--- src/rtl/fpc_pkg.sv ---
// Package: shared codes and the result record of the fault plane classifier.
// Assumes pair bit 1 is the true rail and bit 0 the complement rail.
package fpc_pkg;

    localparam int CLASS_W = 4;
    localparam int STEP_W  = 2;
    localparam int PAIR_W  = 2;

    typedef enum logic [CLASS_W-1:0] {
        CLS_NONE    = 4'd0,
        CLS_AND_INS = 4'd1,
        CLS_AND_DEL = 4'd2,
        CLS_OR_INS  = 4'd3,
        CLS_OR_DEL  = 4'd4,
        CLS_BOTH    = 4'd5,
        CLS_UNCL    = 4'd15
    } fault_class_e;

    typedef enum logic [STEP_W-1:0] {
        STEP_NONE     = 2'd0,
        STEP_INS_SRCH = 2'd1,
        STEP_DEL_SRCH = 2'd2,
        STEP_REPLACE  = 2'd3
    } next_step_e;

    typedef enum logic [1:0] {
        PK_DUAL = 2'd0,
        PK_ZERO = 2'd1,
        PK_ONE  = 2'd2
    } pair_kind_e;

    typedef struct packed {
        fault_class_e cls;
        logic         rail;
        next_step_e   step;
        logic         and_flag;
    } verdict_t;

endpackage

--- src/rtl/fpc_pair_kind.sv ---
// Module: sorts one rail pair into complementary, all-zero or all-one.
// Assumes a two-bit pair; purely combinational.
module fpc_pair_kind
    import fpc_pkg::*;
(
    input  logic [PAIR_W-1:0] pair,
    output pair_kind_e        kind
);

    // Map the rail values onto a pattern kind.
    always_comb begin
        if (pair[1] != pair[0])
            kind = PK_DUAL;
        else if (pair[1])
            kind = PK_ONE;
        else
            kind = PK_ZERO;
    end

endmodule

--- src/rtl/fpc_decide.sv ---
// Module: applies the plane and fault-type rules to one faulty/spare pair.
// Assumes the pair kinds come from fpc_pair_kind; purely combinational.
module fpc_decide
    import fpc_pkg::*;
(
    input  logic [PAIR_W-1:0] flt_pair,
    input  logic [PAIR_W-1:0] spr_pair,
    input  pair_kind_e        flt_kind,
    input  pair_kind_e        spr_kind,
    output verdict_t          verdict
);

    // Choose the class, rail, step and AND flag from the two patterns.
    always_comb begin
        verdict.cls      = CLS_NONE;
        verdict.rail     = 1'b0;
        verdict.step     = STEP_NONE;
        verdict.and_flag = 1'b0;
        if (flt_kind == PK_DUAL) begin
            verdict.cls = CLS_NONE;
        end else if (flt_pair == spr_pair) begin
            verdict.and_flag = 1'b1;
            if (flt_kind == PK_ZERO) begin
                verdict.cls  = CLS_AND_INS;
                verdict.step = STEP_INS_SRCH;
            end else begin
                verdict.cls  = CLS_AND_DEL;
                verdict.step = STEP_DEL_SRCH;
            end
        end else if (spr_kind == PK_DUAL) begin
            verdict.cls  = (flt_kind == PK_ONE) ? CLS_OR_INS : CLS_OR_DEL;
            verdict.step = STEP_REPLACE;
            verdict.rail = (flt_pair[1] != spr_pair[1]) ? 1'b0 : 1'b1;
        end else if (flt_pair == ~spr_pair) begin
            verdict.cls      = CLS_BOTH;
            verdict.step     = STEP_REPLACE;
            verdict.and_flag = 1'b1;
        end else begin
            verdict.cls = CLS_UNCL;
        end
    end

endmodule

--- src/rtl/fpc_hold.sv ---
// Module: result register with request acceptance and acknowledge release.
// Assumes one outstanding result; requests arriving while full are dropped.
module fpc_hold
    import fpc_pkg::*;
(
    input  logic     clk,
    input  logic     rst_n,
    input  logic     req_valid,
    output logic     req_ready,
    input  verdict_t verdict_in,
    input  logic     res_ack,
    output logic     res_valid,
    output verdict_t verdict_q
);

    logic accept;

    // Ready only while no result is waiting.
    assign req_ready = ~res_valid;
    assign accept    = req_valid & req_ready;

    // Capture on acceptance, release on acknowledge.
    always_ff @(posedge clk) begin
        if (!rst_n) begin
            res_valid          <= 1'b0;
            verdict_q.cls      <= CLS_NONE;
            verdict_q.rail     <= 1'b0;
            verdict_q.step     <= STEP_NONE;
            verdict_q.and_flag <= 1'b0;
        end else if (accept) begin
            res_valid <= 1'b1;
            verdict_q <= verdict_in;
        end else if (res_valid && res_ack) begin
            res_valid <= 1'b0;
        end
    end

endmodule

--- src/rtl/fault_plane_classifier.sv ---
// Module: top of the classifier; kinds both pairs, decides, holds the result.
// Assumes the spare pair is already programmed with the faulty function.
module fault_plane_classifier
    import fpc_pkg::*;
(
    input  logic        clk,
    input  logic        rst_n,
    input  logic        req_valid,
    output logic        req_ready,
    input  logic [1:0]  flt_pair,
    input  logic [1:0]  spr_pair,
    output logic        res_valid,
    input  logic        res_ack,
    output logic [3:0]  res_class,
    output logic        res_rail,
    output logic [1:0]  res_step,
    output logic        res_and_flag
);

    localparam int NUM_PAIRS = 2;

    logic [PAIR_W-1:0] pairs [NUM_PAIRS];
    pair_kind_e        kinds [NUM_PAIRS];
    verdict_t          verdict_c;
    verdict_t          verdict_q;

    assign pairs[0] = flt_pair;
    assign pairs[1] = spr_pair;

    // One pattern sorter per incoming pair.
    for (genvar g = 0; g < NUM_PAIRS; g++) begin : g_kind
        fpc_pair_kind u_kind (
            .pair (pairs[g]),
            .kind (kinds[g])
        );
    end

    fpc_decide u_decide (
        .flt_pair (flt_pair),
        .spr_pair (spr_pair),
        .flt_kind (kinds[0]),
        .spr_kind (kinds[1]),
        .verdict  (verdict_c)
    );

    fpc_hold u_hold (
        .clk        (clk),
        .rst_n      (rst_n),
        .req_valid  (req_valid),
        .req_ready  (req_ready),
        .verdict_in (verdict_c),
        .res_ack    (res_ack),
        .res_valid  (res_valid),
        .verdict_q  (verdict_q)
    );

    // Flatten the held record onto the ports.
    assign res_class    = verdict_q.cls;
    assign res_rail     = verdict_q.rail;
    assign res_step     = verdict_q.step;
    assign res_and_flag = verdict_q.and_flag;

endmodule

--- config.mk ---
export PLATFORM = sky130hd
export DESIGN_NAME = fault_plane_classifier
export DESIGN_NICKNAME = d
export VERILOG_FILES = /design/src/rtl/fpc_pkg.sv /design/src/rtl/fpc_pair_kind.sv /design/src/rtl/fpc_decide.sv /design/src/rtl/fpc_hold.sv /design/src/rtl/fault_plane_classifier.sv
export SDC_FILE = /design/constraint.sdc
export NUM_CORES = 1
export LEC_CHECK = 0
export ABC_AREA = 1
export BUFFER_PORTS_ARGS = -buffer_cell sky130_fd_sc_hd__buf_2
export CORE_AREA = 8 8 45 47
export CTS_BUF_LIST = sky130_fd_sc_hd__clkbuf_4 sky130_fd_sc_hd__clkbuf_8
export DETAILED_ROUTE_END_ITERATION = 8
export DIE_AREA = 0 0 53 55
export MAX_ROUTING_LAYER = met4
export PLACE_DENSITY = 0.82
export SYNTH_ARGS = -nofsm -noshare
export SYNTH_HDL_FRONTEND = slang
export SYNTH_HIERARCHICAL = 1
export SYNTH_SLANG_ARGS = --single-unit
export TNS_END_PERCENT = 50
--- constraint.sdc ---
create_clock -name clk -period 1.2 [get_ports clk]
set_input_delay 0.24 -clock clk [delete_from_list [all_inputs] [get_ports clk]]
set_output_delay 0.24 -clock clk [all_outputs]
set_load 0.01 [all_outputs]
==> reports/metrics.cfg, run 1 <==
[run_status]
status = finished, final reports clean

[pwr]
peakVddDrop_uv = 281.4
power.switching_w = 0.0002474
p_total_w = 0.0008129
p_int_w = 0.0005655
p_clk_share_pct = 29.9
switching_share_pct = 30.43
seq_power_share_pct = 41.4
p_leak_nw = 0.4760
power_density_nw_per_um2 = 1056
p_comb_share_pct = 28.7

[drt]
wl_per_cell_um = 8.750
drc_errors = 0
vias = 641
drtIter0Drc = 5
dr.pass1.iters = 3
viasPerCell = 4.331
postRouteAntennaNets = 0
drt_wl_total_mm = 1.295

[floorplanning]
start_util_pct = 45.30
die_x_um = 53
ios = 18
die_height_um = 55
die_area_um2 = 2915
std_cell_rows = 14
fp.coreArea_um2 = 1384

[grt]
overflow = 0
globalRouteTotalUtil_pct = 10.54
grt_pass1_wl_mm = 2.290
grt_pass1_vias = 585
antenna_found_initial = 0
grt_max_degree = 11

[clocking]
postCtsHoldBufs = 0
clock_latency_ns = 0.25
clock_path_buffers = 2
tritoncts = built
htree_levels = 1
clkSlewWorstSetupHoldPaths_ns = 0.06
numCtsBuffers = 3
cts-root-buf = clkbuf_4
clock-sinks = 9
post_cts_buffers = 0

[timing]
hold_viol = 0
tns_ns = 0
finClkSkew_ns = 0.002400
fin_ws_ns = 0.06533
rsz0062_at_grt = no
relSlewSlack_pct = 84.60
min_period_ns = 1.135
tightest_slew_ns = 0.2302
fmax_mhz = 881.3
setup_viol = 0
timing.final.crit_share_pct = 94.56
slew_viol_final = 0

[logic_synthesis]
ys.flop_type = dfxtp_1
synthArstFlopShare_pct = 0
synth_area_um2 = 626.9
ys_types = 14
synth_area_per_cell_um2 = 5.699
synth_common_cells = nor2_1 (29), nand2_1 (26), inv_1 (19)
yosys.area.top_type = dfxtp_1
synth_top_area_share_pct = 28.74
synth-seq-cells = 9
synth_area_leaders = dfxtp_1 (29%), nor2_1 (17%), nand2_1 (16%)
synthMostInstantiatedCell = nor2_1
synth-edff-count = 0
syn_nets = 118
syn_inst = 110
yosys_warnings = 6
yosysSeqAreaShare_pct = 28.74

[critical_path]
critPathTopFamily = flip-flops
required_ns = 0.96
crit_slowest_cell = dfxtp_2
crit_type = reg2out
worstSetupStartpointType = flip-flop
end_kind = output port
worst-path-buf-inv = 2
arrival_ns = 0.89
crit_chain = inv_2 -> buf_2
slowest_delay_ns = 0.35
worst-path-max-fanout = 10

[layout]
diodes = 0
final_util_pct = 55.61
drive_above_1_share_pct = 26.52
area_delta_synth_final_pct = 22.75
fin_area_um2 = 769.5
final_nets = 141

[run]
cap_violations = 0

[placed_design]
place_area_um2 = 738.2
pre_cts_slack_ns = -0.06963
post-dp-hpwl_mm = 1.066
routabilityCongestion = 0.8583
portBuffers = 17

[worst_hold_path]
hold_class = in2reg

-- area by class of cell --
class / instances / area [um^2]
inverters: 23 / 86.33
multi-input cells: 76 / 344.1
fillers: 156 / 614.3
flip-flops and latches: 9 / 181.4
repair buffers: 20 / 107.6
clock buffers: 4 / 30.03
well taps: 16 / 20.02
-- cell usage in the layout (no fill, tap or decap), drive strengths merged --
cell	count
nand2	31
nor2	30
buf	20
a21boi	1
dfxtp	9
inv	23
o21bai	1
clkbuf	4
nand3	11
a21oi	2
-- per-stage QoR --
stage,std cells,hold slack [ns]
global route,148,0.2797
detailed placement,144,0.4700
CTS,148,0.2259
floorplan,110,0.4102
global placement,144,0.4563
finish,148,0.2391
-- worst register-to-register path, delay by kind of cell (launching register included) --
| kind | cells | cell delay [ns] |
|---|---|---|
| simple gates | 3 | 0.37 |
| flops | 1 | 0.35 |
-- timing repair --
action	4_1_cts	5_1_grt
gates resized for setup	1	0
hold endpoints to repair	0	0
setup endpoints to repair	1	0
-- power by group through the flow --
stage                     Sequential, W  Clock, W  Combinational, W
after floorplan                0.000355         0          0.000150
after global placement         0.000341         0          0.000228
after detailed placement       0.000343         0          0.000233
after CTS                      0.000337  0.000254          0.000235
after global routing           0.000340  0.000278          0.000268
final                          0.000337  0.000243          0.000233
-- routing by layer --
metal	share of wire (%)	vias up	global-route usage, %
li1	-	369	-
met1	46	256	11.59
met2	47	14	17.19
met3	6.4	2	1.337
met4	0.62	0	7.759
met5	0	-	-
-- logic make-up (layout without fill, tap and decap cells) --
kind of cell,after synthesis,count (layout),share of synthesized area [%]
flip-flops,9,9,28.74
AND/OR/NAND/NOR,72,72,50.90
AO/OA/AOI/OAI,4,4,3.993
buffers and inverters,25,47,16.37
-- registers in the layout, summed over array words and instances (netlist names) --
signal / flops
u_hold/verdict_q: 8
u_hold/res_valid: 1
-- final timing paths --
kind / to / from / slack [ns] / cells past startpoint
setup / recovery: req_ready / u_hold/res_valid / 0.07 / 2
hold / removal: u_hold/res_valid / res_ack / 0.24 / 4
setup reg to reg: u_hold/verdict_q[7] / u_hold/res_valid / 0.41 / 3
hold reg to reg: u_hold/verdict_q[0] / u_hold/verdict_q[0] / 0.48 / 2
Note: power is estimated with default switching activity, not from simulation.
==> inputs of run 2 (changes only) <==
==> constraint.sdc (replaced) <==
create_clock -name clk -period 1.5 [get_ports clk]
set_input_delay 0.3 -clock clk [delete_from_list [all_inputs] [get_ports clk]]
set_output_delay 0.3 -clock clk [all_outputs]
set_load 0.01 [all_outputs]
==> run 2 against run 1 <==
Clock power fell by 19%. Critical path depth did not move. Sequential cell count did not move. Largest cell class unchanged. Hold slack improved by 0.068 ns. First-iteration DRC count rose by 20%. Critical endpoint unchanged. Utilization fell by 1.2 points. Clock skew rose by 0.0030 ns. Combinational power fell by 23%.
==> reports/metrics.cfg, run 2 (synthesized netlist as in run 1, its figures left out) <==
[critical_path]
crit_slowest_cell = dfxtp_1
end_kind = output port
critPathTopFamily = flip-flops
slowest_delay_ns = 0.42
worst-path-buf-inv = 2
worst-path-max-fanout = 10
crit_chain = inv_2 -> buf_2
arrival_ns = 0.95
worstSetupStartpointType = flip-flop
crit_type = reg2out
required_ns = 1.20

[drt]
wl_per_cell_um = 8.397
postRouteAntennaNets = 0
drt_wl_total_mm = 1.226
vias = 615
drc_errors = 0
drtIter0Drc = 6
dr.pass1.iters = 3
viasPerCell = 4.212

[timing]
timing.final.crit_share_pct = 83.04
tightest_slew_ns = 0.2921
hold_viol = 0
tns_ns = 0
min_period_ns = 1.246
rsz0062_at_grt = no
setup_viol = 0
finClkSkew_ns = 0.005379
slew_viol_final = 0
fmax_mhz = 802.8
relSlewSlack_pct = 80.45

[placed_design]
place_area_um2 = 723.2
post-dp-hpwl_mm = 1.038
portBuffers = 17
routabilityCongestion = 0.8642

[worst_hold_path]
hold_class = in2reg

[pwr]
peakVddDrop_uv = 264.1
power_density_nw_per_um2 = 854.9
p_leak_nw = 0.4665

[floorplanning]
start_util_pct = 45.30
fp.coreArea_um2 = 1384
die_area_um2 = 2915
die_height_um = 55
die_x_um = 53
std_cell_rows = 14
ios = 18

[layout]
area_delta_synth_final_pct = 20.16
reg_top3 = u_hold/verdict_q (8), u_hold/res_valid (1)
fin_area_um2 = 753.2
layout_commonest_cell = nor2_1
final_nets = 139
nFillCells = 146
drive_above_1_share_pct = 24.62
diodes = 0
layout_common_cells = nor2_1 (29), nand2_1 (26), inv_1 (19)
largest-register = u_hold/verdict_q
largest_reg_flops = 8

[clocking]
clock_latency_ns = 0.25
post_cts_buffers = 0
clock-sinks = 9
clock_path_buffers = 2
numCtsBuffers = 3
htree_levels = 1
cts_resized = 0
clkSlewWorstSetupHoldPaths_ns = 0.06
postCtsHoldBufs = 0
tritoncts = built
cts-root-buf = clkbuf_4

[grt]
overflow = 0
grt_pass1_wl_mm = 2.063
globalRouteTotalUtil_pct = 9.193
grt_max_degree = 11
grt_pass1_vias = 539
antenna_found_initial = 0

[run]
cap_violations = 0

[run_status]
status = finished, final reports clean

-- run 2: cell types whose count changed in the layout (fill, tap and decap cells not counted), sizes merged --
cell,before,now
buf,20,18
-- run 2: final cells by class --
class                   instances  area [um^2]  area share (%)
inverters                      23        86.33           11.46
multi-input cells              76        344.1           45.68
clock buffers                   4        30.03           3.987
repair buffers                 18        92.59           12.29
flip-flops and latches          9        180.2           23.92
well taps                      16        20.02           2.658
-- run 2: path summary, 6_finish.rpt --
path / start / end / slack [ns] / cells after the start
worst min-delay path: res_ack / u_hold/res_valid / 0.31 / 4
worst max register to register: u_hold/res_valid / u_hold/verdict_q[1] / 0.65 / 4
worst min register to register: u_hold/verdict_q[5] / u_hold/verdict_q[5] / 0.48 / 2
worst max-delay path: u_hold/res_valid / req_ready / 0.25 / 2
-- run 2: worst reg2reg max path, stage by stage (launching register included) --
cell and delay, ns:
dfxtp_1 0.42, inv_2 0.12, nand3_1 0.10, nand2_1 0.05, nor2_1 0.09
-- run 2: stage by stage --
step	utilization, %	std cells	hold slack, ns	setup slack, ns	total power [W]
finish	54.43	146	0.3070	0.2543	0.0006439
CTS	54.43	146	0.3055	0.2442	0.0006542
global route	54.43	146	0.3412	0.1997	0.0006967
floorplan	-	110	0.4702	0.3138	0.0004043
global placement	52.26	142	0.4586	0.1622	0.0004506
detailed placement	52.26	142	0.4653	0.1441	0.0004559
-- run 2: power breakdown --
group / switching [W] / internal (W) / total (W)
sequential: 0.0000104 / 0.000259 / 0.000269
combinational: 0.000110 / 0.0000692 / 0.000179
clock: 0.0000760 / 0.000120 / 0.000196
total: 0.000196 / 0.000448 / 0.000644
-- run 2: layer usage --
metal | GRT usage (%) | vias to the layer above | wire [um]
met5 | - | - | 0
met2 | 15.82 | 14 | 553
met4 | 5.172 | 0 | 19
met3 | 1.070 | 2 | 86
li1 | - | 362 | -
met1 | 10.08 | 237 | 566
